`src/rtl/iso_link_pkg.sv`:
```
package iso_link_pkg;

  // Why the transmitter emits a strobe in a given cycle.
  typedef enum logic [1:0] {
    TXC_NONE    = 2'd0,
    TXC_EDGE    = 2'd1,
    TXC_REFRESH = 2'd2,
    TXC_POWER   = 2'd3
  } tx_cause_e;

  // Counter width able to hold values 0 .. span-1.
  function automatic int cnt_bits(input int span);
    return (span <= 2) ? 1 : $clog2(span);
  endfunction

  // Larger of two interval lengths.
  function automatic int max_of(input int a, input int b);
    return (a > b) ? a : b;
  endfunction

endpackage

```
`src/rtl/iso_in_filter.sv`:
```
module iso_in_filter #(
  parameter int SYNC_STAGES = 2,
  parameter int FILT_MIN    = 2
) (
  input  logic clk,
  input  logic rst,
  input  logic din,
  output logic lvl
);
  import iso_link_pkg::*;

  logic [SYNC_STAGES-1:0] sync_r;
  logic                   sync_q;

  always_ff @(posedge clk) begin
    if (rst) begin
      sync_r <= '0;
    end else begin
      sync_r[0] <= din;
      for (int i = 1; i < SYNC_STAGES; i++) sync_r[i] <= sync_r[i-1];
    end
  end

  assign sync_q = sync_r[SYNC_STAGES-1];

  generate
    if (FILT_MIN <= 1) begin : g_pass
      always_ff @(posedge clk) begin
        if (rst) lvl <= 1'b0;
        else     lvl <= sync_q;
      end
    end else begin : g_count
      localparam int CW = cnt_bits(FILT_MIN);
      localparam logic [CW-1:0] RUN_LAST = CW'(FILT_MIN - 1);
      logic [CW-1:0] run_cnt;
      logic          differs;
      assign differs = (sync_q != lvl);

      always_ff @(posedge clk) begin
        if (rst) begin
          lvl     <= 1'b0;
          run_cnt <= '0;
        end else if (differs) begin
          if (run_cnt == RUN_LAST) begin
            lvl     <= sync_q;
            run_cnt <= '0;
          end else begin
            run_cnt <= run_cnt + 1'b1;
          end
        end else begin
          run_cnt <= '0;
        end
      end

      AST_FLT_RUN_RANGE: assert property (@(posedge clk) disable iff (rst)
        run_cnt <= RUN_LAST);
    end
  endgenerate

  AST_FLT_HOLD: assert property (@(posedge clk) disable iff (rst)
    (sync_q == lvl) |=> (lvl == $past(lvl)));

endmodule

```
`src/rtl/iso_tx_encoder.sv`:
```
module iso_tx_encoder #(
  parameter int IDLE_FIRST  = 100,
  parameter int REFRESH_GAP = 85
) (
  input  logic clk,
  input  logic rst,
  input  logic lvl,
  input  logic pwr_ok,
  output logic tx_set,
  output logic tx_clr
);
  import iso_link_pkg::*;

  localparam int CW = cnt_bits(max_of(IDLE_FIRST, REFRESH_GAP));
  localparam logic [CW-1:0] FIRST_LAST = CW'(IDLE_FIRST - 1);
  localparam logic [CW-1:0] GAP_LAST   = CW'(REFRESH_GAP - 1);

  logic          lvl_q;
  logic          pg_q;
  logic          repeating;
  logic [CW-1:0] idle_cnt;

  // Named events, visible to the assertions.
  logic      edge_seen;
  logic      pwr_rise;
  logic      refresh_due;
  tx_cause_e cause;

  assign edge_seen   = (lvl != lvl_q);
  assign pwr_rise    = pwr_ok & ~pg_q;
  assign refresh_due = (idle_cnt == (repeating ? GAP_LAST : FIRST_LAST));

  always_comb begin
    if (!pwr_ok)          cause = TXC_NONE;
    else if (pwr_rise)    cause = TXC_POWER;
    else if (edge_seen)   cause = TXC_EDGE;
    else if (refresh_due) cause = TXC_REFRESH;
    else                  cause = TXC_NONE;
  end

  always_ff @(posedge clk) begin
    if (rst) begin
      lvl_q     <= 1'b0;
      pg_q      <= 1'b0;
      repeating <= 1'b0;
      idle_cnt  <= '0;
      tx_set    <= 1'b0;
      tx_clr    <= 1'b0;
    end else begin
      lvl_q  <= lvl;
      pg_q   <= pwr_ok;
      tx_set <= (cause != TXC_NONE) &  lvl;
      tx_clr <= (cause != TXC_NONE) & ~lvl;
      case (cause)
        TXC_EDGE, TXC_POWER: begin
          idle_cnt  <= '0;
          repeating <= 1'b0;
        end
        TXC_REFRESH: begin
          idle_cnt  <= '0;
          repeating <= 1'b1;
        end
        default: begin
          if (!pwr_ok) begin
            idle_cnt  <= '0;
            repeating <= 1'b0;
          end else begin
            idle_cnt <= idle_cnt + 1'b1;
          end
        end
      endcase
    end
  end

  AST_TX_EXCLUSIVE: assert property (@(posedge clk) disable iff (rst)
    !(tx_set && tx_clr));

  AST_TX_EDGE_LEVEL: assert property (@(posedge clk) disable iff (rst)
    (cause == TXC_EDGE) |=> ((tx_set == $past(lvl)) && (tx_set != tx_clr)));

  AST_TX_SILENT_UNPOWERED: assert property (@(posedge clk) disable iff (rst)
    !pwr_ok |=> !(tx_set || tx_clr));

  AST_TX_POWER_STROBE: assert property (@(posedge clk) disable iff (rst)
    pwr_rise |=> (tx_set || tx_clr));

  AST_TX_IDLE_RANGE: assert property (@(posedge clk) disable iff (rst)
    idle_cnt <= FIRST_LAST || idle_cnt <= GAP_LAST);

endmodule

```
`src/rtl/iso_rx_decoder.sv`:
```
module iso_rx_decoder #(
  parameter int WD_LIMIT = 500
) (
  input  logic clk,
  input  logic rst,
  input  logic rx_set,
  input  logic rx_clr,
  output logic dout,
  output logic link_err
);
  import iso_link_pkg::*;

  localparam int WW = cnt_bits(WD_LIMIT);
  localparam logic [WW-1:0] WD_LAST = WW'(WD_LIMIT - 1);

  logic [WW-1:0] wd_cnt;

  // Named events, visible to the assertions.
  logic pulse_ok;
  logic pulse_both;
  logic wd_expired;

  assign pulse_ok   = rx_set ^ rx_clr;
  assign pulse_both = rx_set & rx_clr;
  assign wd_expired = (wd_cnt == WD_LAST);

  always_ff @(posedge clk) begin
    if (rst) begin
      dout     <= 1'b1;
      wd_cnt   <= '0;
      link_err <= 1'b0;
    end else begin
      if (pulse_ok) begin
        dout   <= rx_set;
        wd_cnt <= '0;
      end else begin
        if (!wd_expired) wd_cnt <= wd_cnt + 1'b1;
        if (wd_expired)  dout   <= 1'b1;
      end
      if (pulse_both) link_err <= 1'b1;
    end
  end

  AST_RX_SET_HIGH: assert property (@(posedge clk) disable iff (rst)
    (rx_set && !rx_clr) |=> dout);

  AST_RX_CLR_LOW: assert property (@(posedge clk) disable iff (rst)
    (rx_clr && !rx_set) |=> !dout);

  AST_RX_WD_DEFAULT: assert property (@(posedge clk) disable iff (rst)
    (wd_expired && !pulse_ok) |=> dout);

  AST_RX_BOTH_IGNORED: assert property (@(posedge clk) disable iff (rst)
    (pulse_both && !wd_expired) |=> $stable(dout));

  AST_RX_ERR_STICKY: assert property (@(posedge clk) disable iff (rst)
    link_err |=> link_err);

endmodule

```
`src/rtl/iso_pulse_link.sv`:
```
module iso_pulse_link #(
  parameter int SYNC_STAGES = 2,
  parameter int FILT_MIN    = 2,
  parameter int IDLE_FIRST  = 100,
  parameter int REFRESH_GAP = 85,
  parameter int WD_LIMIT    = 500
) (
  input  logic clk,
  input  logic rst,
  input  logic din,
  input  logic src_pwr_ok,
  output logic tx_set,
  output logic tx_clr,
  input  logic rx_set,
  input  logic rx_clr,
  output logic dout,
  output logic link_err
);

  logic flt_lvl;

  iso_in_filter #(
    .SYNC_STAGES (SYNC_STAGES),
    .FILT_MIN    (FILT_MIN)
  ) u_filter (
    .clk (clk),
    .rst (rst),
    .din (din),
    .lvl (flt_lvl)
  );

  iso_tx_encoder #(
    .IDLE_FIRST  (IDLE_FIRST),
    .REFRESH_GAP (REFRESH_GAP)
  ) u_tx (
    .clk    (clk),
    .rst    (rst),
    .lvl    (flt_lvl),
    .pwr_ok (src_pwr_ok),
    .tx_set (tx_set),
    .tx_clr (tx_clr)
  );

  iso_rx_decoder #(
    .WD_LIMIT (WD_LIMIT)
  ) u_rx (
    .clk      (clk),
    .rst      (rst),
    .rx_set   (rx_set),
    .rx_clr   (rx_clr),
    .dout     (dout),
    .link_err (link_err)
  );

endmodule

```
`config.mk`:
```
export PLATFORM = sky130hd
export DESIGN_NAME = iso_pulse_link
export DESIGN_NICKNAME = d
export VERILOG_FILES = /design/src/rtl/iso_link_pkg.sv /design/src/rtl/iso_in_filter.sv /design/src/rtl/iso_tx_encoder.sv /design/src/rtl/iso_rx_decoder.sv /design/src/rtl/iso_pulse_link.sv
export SDC_FILE = /design/constraint.sdc
export NUM_CORES = 1
export LEC_CHECK = 0
export BUFFER_PORTS_ARGS = -buffer_cell sky130_fd_sc_hd__buf_2
export CAP_MARGIN = 0
export CORE_ASPECT_RATIO = 0.9
export CORE_MARGIN = 10
export CORE_UTILIZATION = 50
export CTS_BUF_LIST = sky130_fd_sc_hd__clkbuf_2 sky130_fd_sc_hd__clkbuf_4 sky130_fd_sc_hd__clkbuf_8
export CTS_CLUSTER_SIZE = 40
export DETAILED_ROUTE_END_ITERATION = 8
export PLACE_DENSITY = 0.67
export SKIP_CTS_REPAIR_TIMING = 1
export SLEW_MARGIN = 20
export SYNTH_ARGS = -nofsm -noshare
export SYNTH_HDL_FRONTEND = slang
export SYNTH_SLANG_ARGS = --single-unit
```
`constraint.sdc`:
```
create_clock -name clk -period 1.95 [get_ports clk]
set_clock_uncertainty 0.05 [all_clocks]
set_input_delay 0.39 -clock clk [delete_from_list [all_inputs] [get_ports clk]]
set_output_delay 0.39 -clock clk [all_outputs]
set_load 0.02 [all_outputs]
```
# Word level (Yosys, flattened, before mapping)
# Index checks and enable logic that the tools add are counted.
# Widths: inputs -> output; s select.
word_totals:
  mem_bits_ro: 0
  wordCells: 48
  ff_bits: 27
  output_inout_bits: 4
  mem_bits_rw: 0
  latchBits: 0
  n_memories: 0
op_classes:
  addsub: 3
  div: 0
  shift: 0
  multipliers: 0
  n_mux: 9
  n_eq_ne: 8
  reduce_logical: 7
  bitwise: 9
  magnitude_cmp: 0
ops:
  columns: ["cell", "n"]
  rows:
  - ["$add 9x1->9 const B", 1]
  - ["$eq 9x9->1 const B", 1]
  - ["$mux 2", 4]
  - ["$add 7x1->7 const B", 1]
  - ["$eq 7x7->1", 1]
  - ["$mux 6", 1]
  - ["$reduce_or 5->1", 1]
  - ["$and 1x1->1", 4]
  - ["$eq 2x2->1 const B", 2]
  - ["$not 1->1", 4]
  - ["$reduce_bool 2->1", 2]
  - ["$reduce_or 2->1", 2]
  - ["$mux 1", 3]
  - ["$ne 3x1->1 const B", 1]
  - ["$reduce_or 3->1", 1]
  - ["$eq 2x1->1 const B", 1]
  - ["$ne 1x1->1", 2]
  - ["$pmux 1 s2", 1]
  - ["$reduce_and 2->1", 1]
  - ["$add 1x1->1 const B", 1]
  - ["$xor 1x1->1", 1]

# Longest topological paths before layout
# Gate-level depths: netlist of run 1.
logic_depth:
  ltp_word: 9
  mapped_depth: 5

# Cells and area by module
# From an unflattened synthesis of run 1, not the netlist that was laid out.
hier_totals:
  cells_unflattened: 126
  area_unflattened_um2: 1189.9
modules_own_cells:
  columns: ["module", "n_inst", "area_per_inst_um2", "cells_each"]
  rows:
  - ["iso_rx_decoder", 1, 546.8, 62]
  - ["iso_tx_encoder", 1, 518.0, 54]
  - ["iso_in_filter", 1, 125.1, 10]

# Worst setup path after synthesis of run 1
# OpenSTA, ideal clock, no wires.
synth_timing:
  path_kind: "register to register"
  startpoint: "reg u_tx.idle_cnt[0]"
  endpoint: "reg u_tx.idle_cnt[1]"
  arrival_ps: 1462
  t_required_ps: 1784
  path_stages_with_launch: 5
  synth_period_minus_slack_ps: 1629
  path_buffers: 0
  path_slack_ps: 321
  path_cell_list: "dfxtp_1 -> nor4b_2 -> a22oi_1 -> or4_4 -> and3_2"
synth_between:
  elab_chain_cells: 7
  word_cells_on_any_way: 10
  classes_between: "add/sub: 1; eq/ne: 4; mux: 4; reduce/logical: 1"
synth_lines:
  columns: ["item", "line", "source"]
  rows:
  - ["from (decl)", "iso_tx_encoder.sv:21", "logic [CW-1:0] idle_cnt;"]
  - ["from (signal assigned)", "iso_tx_encoder.sv:68", "idle_cnt <= idle_cnt + 1'b1;"]
  - ["$eq 7x7->1", "iso_tx_encoder.sv:31", "assign refresh_due = (idle_cnt == (repeating ? GAP_LAST : FIRST_LAST));"]
  - ["$mux 2", "iso_tx_encoder.sv:37", "else if (refresh_due) cause = TXC_REFRESH;"]
  - ["$mux 2", "iso_tx_encoder.sv:36", "else if (edge_seen) cause = TXC_EDGE;"]
  - ["$mux 2", "iso_tx_encoder.sv:35", "else if (pwr_rise) cause = TXC_POWER;"]
  - ["$mux 2", "iso_tx_encoder.sv:34", "if (!pwr_ok) cause = TXC_NONE;"]
  - ["$eq 2x1->1 or $eq 2x2->1 (tied branches)", "iso_tx_encoder.sv:54", "case (cause)"]
  - ["$reduce_or 5->1 (no source line)", null, null]
# Parallel ways exist; a longest one is shown, timed or not.
# A chain may end at the register's enable or synchronous reset.

# Final worst setup path of run 1
layout_timing:
  startpoint: "reg u_tx.idle_cnt[0]"
  endpoint: "reg u_tx.repeating"
layout_between:
  elab_chain_cells: 8
  word_cells_on_any_way: 11
  classes_between: "eq/ne: 5; mux: 5; reduce/logical: 1"
layout_lines:
  columns: ["item", "line", "source"]
  rows:
  - ["$eq 7x7->1 (*)", "iso_tx_encoder.sv:31", null]
  - ["$mux 2 (*)", "iso_tx_encoder.sv:37", null]
  - ["$mux 2 (*)", "iso_tx_encoder.sv:36", null]
  - ["$mux 2 (*)", "iso_tx_encoder.sv:35", null]
  - ["$mux 2 (*)", "iso_tx_encoder.sv:34", null]
  - ["$eq 2x1->1 or $eq 2x2->1 (tied branches)", "iso_tx_encoder.sv:54", null]
  - ["$reduce_or 2->1", null, null]
  - ["$pmux 1 s2 or $ne 3x1->1 (tied branches)", null, null]
  - ["to (signal assigned)", "iso_tx_encoder.sv:45", "repeating <= 1'b0;"]
  - ["to (signal assigned)", "iso_tx_encoder.sv:57", "repeating <= 1'b0;"]
  - ["to (signal assigned)", "iso_tx_encoder.sv:61", "repeating <= 1'b1;"]
  - ["to (decl)", "iso_tx_encoder.sv:20", "logic repeating;"]
# Mark *: on every way between the ends. The rest lies on a longest branch, timed or not.

==> results of run 1 <==
through the flow:
| stage | util, % | hold WS (ps) |
|---|---|---|
| global route | 57.1 | 208 |
| CTS | 57.1 | 194 |
| global placement | 55.6 | 374 |
| finish | 57.1 | 202 |
| detailed placement | 55.6 | 383 |
| floorplan | - | 364 |
cell usage in the layout (no fill, tap or decap), types with 2 or more instances in the layout:
master     n
xnor2_1    4
ha_1       4
nor2b_1    5
nand4_1    4
nor2_1    15
xor2_1     9
inv_1      3
clkbuf_4   3
mux2i_1    2
or3_1      2
nand3_1    4
nor3_1     2
o21ai_0    3
nand2_1    7
dfxtp_1   27
buf_2      9
nand2b_1   2
a21oi_1    3
flip-flops by register name, summed over array words and instances (netlist names):
register,flops
u_rx.link_err,1
u_tx.tx_set,1
u_tx.idle_cnt,7
u_tx.tx_clr,1
u_tx.pg_q,1
u_rx.wd_cnt,9
u_rx.dout,1
u_filter.sync_r,2
u_tx.repeating,1
u_filter.g_count.run_cnt,1
u_filter.lvl,1
u_tx.lvl_q,1
power groups by stage:
stage | logic, mW | clock network, mW | registers [mW]
6_report | 0.0524 | 0.257 | 0.572
3_3_place_gp | 0.0514 | 0 | 0.584
2_1_floorplan | 0.0323 | 0 | 0.587
4_1_cts | 0.0535 | 0.269 | 0.573
5_1_grt | 0.0597 | 0.290 | 0.575
3_5_place_dp | 0.0533 | 0 | 0.584
worst max-delay path by stage:
stage	to	slack [ps]
floorplan	u_tx.idle_cnt[1]$_SDFF_PP0_	320
global placement	u_tx.idle_cnt[1]$_SDFF_PP0_	270
detailed placement	u_tx.repeating$_SDFFE_PP0P_	250
CTS	u_tx.repeating$_SDFFE_PP0P_	200
global route	u_tx.repeating$_SDFFE_PP0P_	110
finish	u_tx.repeating$_SDFFE_PP0P_	220
final cells by class:
class,instances,share of cell area [%]
sequential,27,43.8
timing repair buffer,10,4.26
inverter,3,0.913
multi-input combinational,82,45.7
clock inverter,1,0.710
tap,27,2.74
clock buffer,3,1.83
per-layer routing:
layer | global-route usage [%] | share of wire, % | up-vias
li1 | - | - | 414
met1 | 9.79 | 51 | 369
met2 | 13.6 | 44 | 10
met3 | 3.96 | 4.3 | 2
met4 | 2.96 | 1.1 | 0
met5 | 0 | 0 | -
worst max-delay path, cell delays in order, from the launching register on:
cell and delay, ps:
dfxtp_1 390, nor4b_2 280, a22oi_1 150, or4_4 560, a221oi_2 240
kinds of logic (layout without fill, tap and decap cells):
family,count (synthesis),in the layout,synth area share [%]
AND/OR/NAND/NOR,50,50,25.0
flip-flops,27,27,47.9
AO/OA/AOI/OAI,13,13,8.77
XOR/XNOR,13,13,10.1
buffers and inverters,6,17,2.00
adder cells (fa/ha/maj),4,4,4.44
multiplexers,2,2,1.78
==> impl_metrics.tcl, run 1 <==
set metrics [dict create \
    status "completed" \
    synthTopCellsByArea "dfxtp_1 (48%), xor2_1 (7.0%), nor2_1 (5.0%)" \
    viasPerCell 5.20 \
    drv_cap 0 \
    antenna_cells 0 \
    startpoint "u_tx.idle_cnt[0]$_SDFF_PP0_" \
    grt_pass1_wl_mm 3.28 \
    multi_input_area_um2 564 \
    syn_area_mm2 0.00113 \
    placed_cells 149 \
    worstPathMaxFanout 6 \
    hp-class "primary input to register" \
    syn-num-nets 125 \
    r2r_start "u_tx.idle_cnt[0]$_SDFF_PP0_" \
    die_h_um 65.0 \
    max_slew_margin_pct 63.5 \
    antenna_found_initial 0 \
    clkTransAtPathRegs_ps 150 \
    cts_buffer_depth 2 \
    pwr-share-clk_pct 29.2 \
    finalCriticalPeriod_ps 1730 \
    slew_viol_final 0 \
    seq_area_frac_synth_pct 47.9 \
    async_flop_share_pct 0 \
    yosys_warnings 0 \
    grt_util_all_layers_pct 8.49 \
    ys_ff_latch 27 \
    holdPathStages 2 \
    totalPowerFinal_mw 0.882 \
    drt_iter0_markers 11 \
    rows 16 \
    r2r_end "u_tx.repeating$_SDFFE_PP0P_" \
    ys_types 33 \
    final.setup.worst_slack_ps 215 \
    core_mm2 0.00216 \
    setup_tns_ps 0 \
    synth_cells 115 \
    seqCellArea_um2 541 \
    cts_buffers 3 \
    setup_viol 0 \
    root_buffer "clkbuf_4" \
    cts_tree "yes" \
    dp_hpwl_mm 1.35 \
    dieArea_mm2 0.00456 \
    gp_congestion 0.805 \
    postPlaceCellArea_mm2 0.00120 \
    overflow 0 \
    h-tree-depth 1 \
    synth_flop_cell "dfxtp_1" \
    fillers 190 \
    grt_max_degree 18 \
    initial_core_util_pct 52.1 \
    swShare_pct 24.0 \
    rsz0062_at_grt "no" \
    startpoint_type "register" \
    whs_endpoint "u_filter.sync_r[0]$_SDFF_PP0_" \
    syn_area_per_cell_um2 9.80 \
    power.density_mw_per_mm2 715 \
    drcViolationCount 0 \
    critical_path_arrival_ps 1950 \
    drive_gt1_share_pct 17.5 \
    p_comb_share_pct 5.9 \
    peakVddDrop_mv 0.550 \
    hold_path.startpoint "din" \
    final_nets 137 \
    internal_power_mw 0.671 \
    clkSinkCount 27 \
    wl_per_cell_um 11.7 \
    path_class "register to register" \
    netlist_top_cells_count "dfxtp_1 (27), nor2_1 (15), xor2_1 (9), nand2_1 (7), nor2b_1 (5)" \
    yosysTopAreaCellShare_pct 47.9 \
    period_share_pct 89.0 \
    endpoint_kind "register" \
    numPortBuffers 9 \
    layout.cells.non_filler 153 \
    critPathRequiredTime_ps 2170 \
    synth_most_common_cell "dfxtp_1" \
    syn_to_final_growth_pct 9.43 \
    p_leak_nw 0.471 \
    drt_first_pass_iters 3 \
    drtAntennaViolNets 0 \
    insertion_delay_ps 330 \
    fmax_mhz 576 \
    first_global_vias 802 \
    ioPinCount 10 \
    p_sw_mw 0.212 \
    synth_top_cell_by_area "dfxtp_1" \
    wl_mm 1.79 \
    ff2ff_setup_slack_ps 220 \
    fp.dieW_um 70.1 \
    vias 795 \
    tightest_slew_ps 542 \
    r2r_cells 4 \
    postLayoutCellArea_mm2 0.00123 \
    hold_violations 0 \
    place_ws_ps 247 \
    synth_enable_flop_cells 0 \
    pwr-share-seq_pct 64.9 \
]
Power figures use the tool's default switching activity.
==> run 2: changes to the inputs <==
--- a/config.mk
+++ b/config.mk
@@ -15,4 +15,5 @@
 export DETAILED_ROUTE_END_ITERATION = 8
 export PLACE_DENSITY = 0.67
+export RECOVER_POWER = 100
 export SKIP_CTS_REPAIR_TIMING = 1
 export SLEW_MARGIN = 20
--- a/constraint.sdc
+++ b/constraint.sdc
@@ -3,3 +3,3 @@
 set_input_delay 0.39 -clock clk [delete_from_list [all_inputs] [get_ports clk]]
 set_output_delay 0.39 -clock clk [all_outputs]
-set_load 0.02 [all_outputs]
+set_load 0.01 [all_outputs]
==> run 2 against run 1 <==
Non-clock buffer count unchanged; worst setup slack worse by 45 ps; critical path depth unchanged; die area unchanged.
==> impl_metrics.tcl, run 2 (synthesis results as in run 1) <==
set metrics [dict create \
    status "completed" \
    insertion_delay_ps 340 \
    cts_tree "yes" \
    drt_iter0_markers 10 \
    hold_violations 0 \
    drv_cap 0 \
    swShare_pct 23.9 \
    postLayoutCellArea_mm2 0.00121 \
    largest_reg_flops 9 \
    drtAntennaViolNets 0 \
    p_comb_share_pct 5.4 \
    ff2ff_setup_slack_ps 170 \
    fp.dieW_um 70.1 \
    peakVddDrop_mv 0.555 \
    setup_viol 0 \
    worstPathMaxFanout 6 \
    cts_buffer_depth 2 \
    slowest_delay_ps 600 \
    final_nets 137 \
    drive_gt1_share_pct 11.1 \
    totalPowerFinal_mw 0.879 \
    fmax_mhz 562 \
    clkSinkCount 27 \
    overflow 0 \
    drcViolationCount 0 \
    tightest_slew_ps 543 \
    wl_per_cell_um 11.8 \
    p_sw_mw 0.211 \
    numPortBuffers 9 \
    final_cell_mix "dfxtp_1 (27), nor2_1 (15), xor2_1 (9)" \
    reg_top3 "u_rx.wd_cnt (9), u_tx.idle_cnt (7), u_filter.sync_r (2)" \
    grt_pass1_wl_mm 3.28 \
    path_class "register to register" \
    gp_congestion 0.805 \
    dieArea_mm2 0.00456 \
    root_buffer "clkbuf_4" \
    p_leak_nw 0.450 \
    h-tree-depth 1 \
    pwr-share-seq_pct 65.1 \
    core_mm2 0.00216 \
    critical_path_arrival_ps 2000 \
    period_share_pct 91.3 \
    first_global_vias 802 \
    viasPerCell 5.22 \
    fin_util_pct 56.1 \
    power.density_mw_per_mm2 725 \
    pwr-share-clk_pct 29.5 \
    endpoint_kind "register" \
    path_cells "nor4b_2, a22oi_1, or4_1, a221oi_2" \
    setup_tns_ps 0 \
    final_common_cell "dfxtp_1" \
    die_h_um 65.0 \
    drt_first_pass_iters 3 \
    rsz0062_at_grt "no" \
    hp-class "primary input to register" \
    wl_mm 1.80 \
    clkTransAtPathRegs_ps 160 \
    postPlaceCellArea_mm2 0.00120 \
    critPathRequiredTime_ps 2170 \
    max_slew_margin_pct 63.5 \
    grt_max_degree 18 \
    startpoint_type "register" \
    crit_buf_inv 0 \
    antenna_found_initial 0 \
    ioPinCount 10 \
    grt_util_all_layers_pct 8.49 \
    rows 16 \
    syn_to_final_growth_pct 7.55 \
    vias 798 \
    finalCriticalPeriod_ps 1780 \
    dp_hpwl_mm 1.35 \
    internal_power_mw 0.669 \
    slew_viol_final 0 \
    initial_core_util_pct 52.1 \
    crit_family "simple AND/OR/NAND/NOR gates" \
    crit_slowest_cell "or4_1" \
    regMostFlops "u_rx.wd_cnt" \
    fillers 197 \
    cts_buffers 3 \
    hold_slack_ps 199 \
    antenna_cells 0 \
]
-- run 2: cell count changes in the layout (fill, tap and decap cells not counted) --
cell      delta
or4_1        +1
or4_4        -1
buf_4        -1
o41ai_2      -1
buf_2        -5
o41ai_1      +1
clkbuf_1     +6
-- run 2: per-stage QoR --
stage               std cells  setup WS [ps]
detailed placement        149            247
finish                    153            170
global route              153           55.8
CTS                       153            204
floorplan                 115            321
global placement          149            274
-- run 2: path summary, 6_finish.rpt --
path / cells after the start / startpoint / endpoint
setup reg to reg: 4 / u_tx.idle_cnt[0]$_SDFF_PP0_ / u_tx.repeating$_SDFFE_PP0P_
setup / recovery: 4 / u_tx.idle_cnt[0]$_SDFF_PP0_ / u_tx.repeating$_SDFFE_PP0P_
hold reg to reg: 1 / u_filter.sync_r[0]$_SDFF_PP0_ / u_filter.sync_r[1]$_SDFF_PP0_
hold / removal: 2 / din / u_filter.sync_r[0]$_SDFF_PP0_
-- run 2: final cells by class --
class	instances	area [um2]	share of cell area, %
clock buffer	3	22.5	1.86
inverter	3	11.3	0.929
multi-input combinational	82	553	45.6
clock inverter	1	8.76	0.722
timing repair buffer	10	42.5	3.51
sequential	27	541	44.6
tap	27	33.8	2.79
-- run 2: metal layers --
| layer | vias to the layer above | part of all wire (%) | global-route usage (%) |
|---|---|---|---|
| li1 | 414 | - | - |
| met1 | 372 | 51 | 9.79 |
| met2 | 10 | 44 | 13.6 |
| met3 | 2 | 4.3 | 3.96 |
| met4 | 0 | 1.1 | 2.96 |
| met5 | - | 0 | 0 |
-- run 2: power groups by stage --
stage          logic, mW  registers, mW  clock network, mW
2_1_floorplan     0.0323          0.585                  0
3_3_place_gp      0.0486          0.584                  0
3_5_place_dp      0.0505          0.584                  0
4_1_cts           0.0508          0.573              0.269
5_1_grt           0.0548          0.576              0.290
6_report          0.0475          0.573              0.259
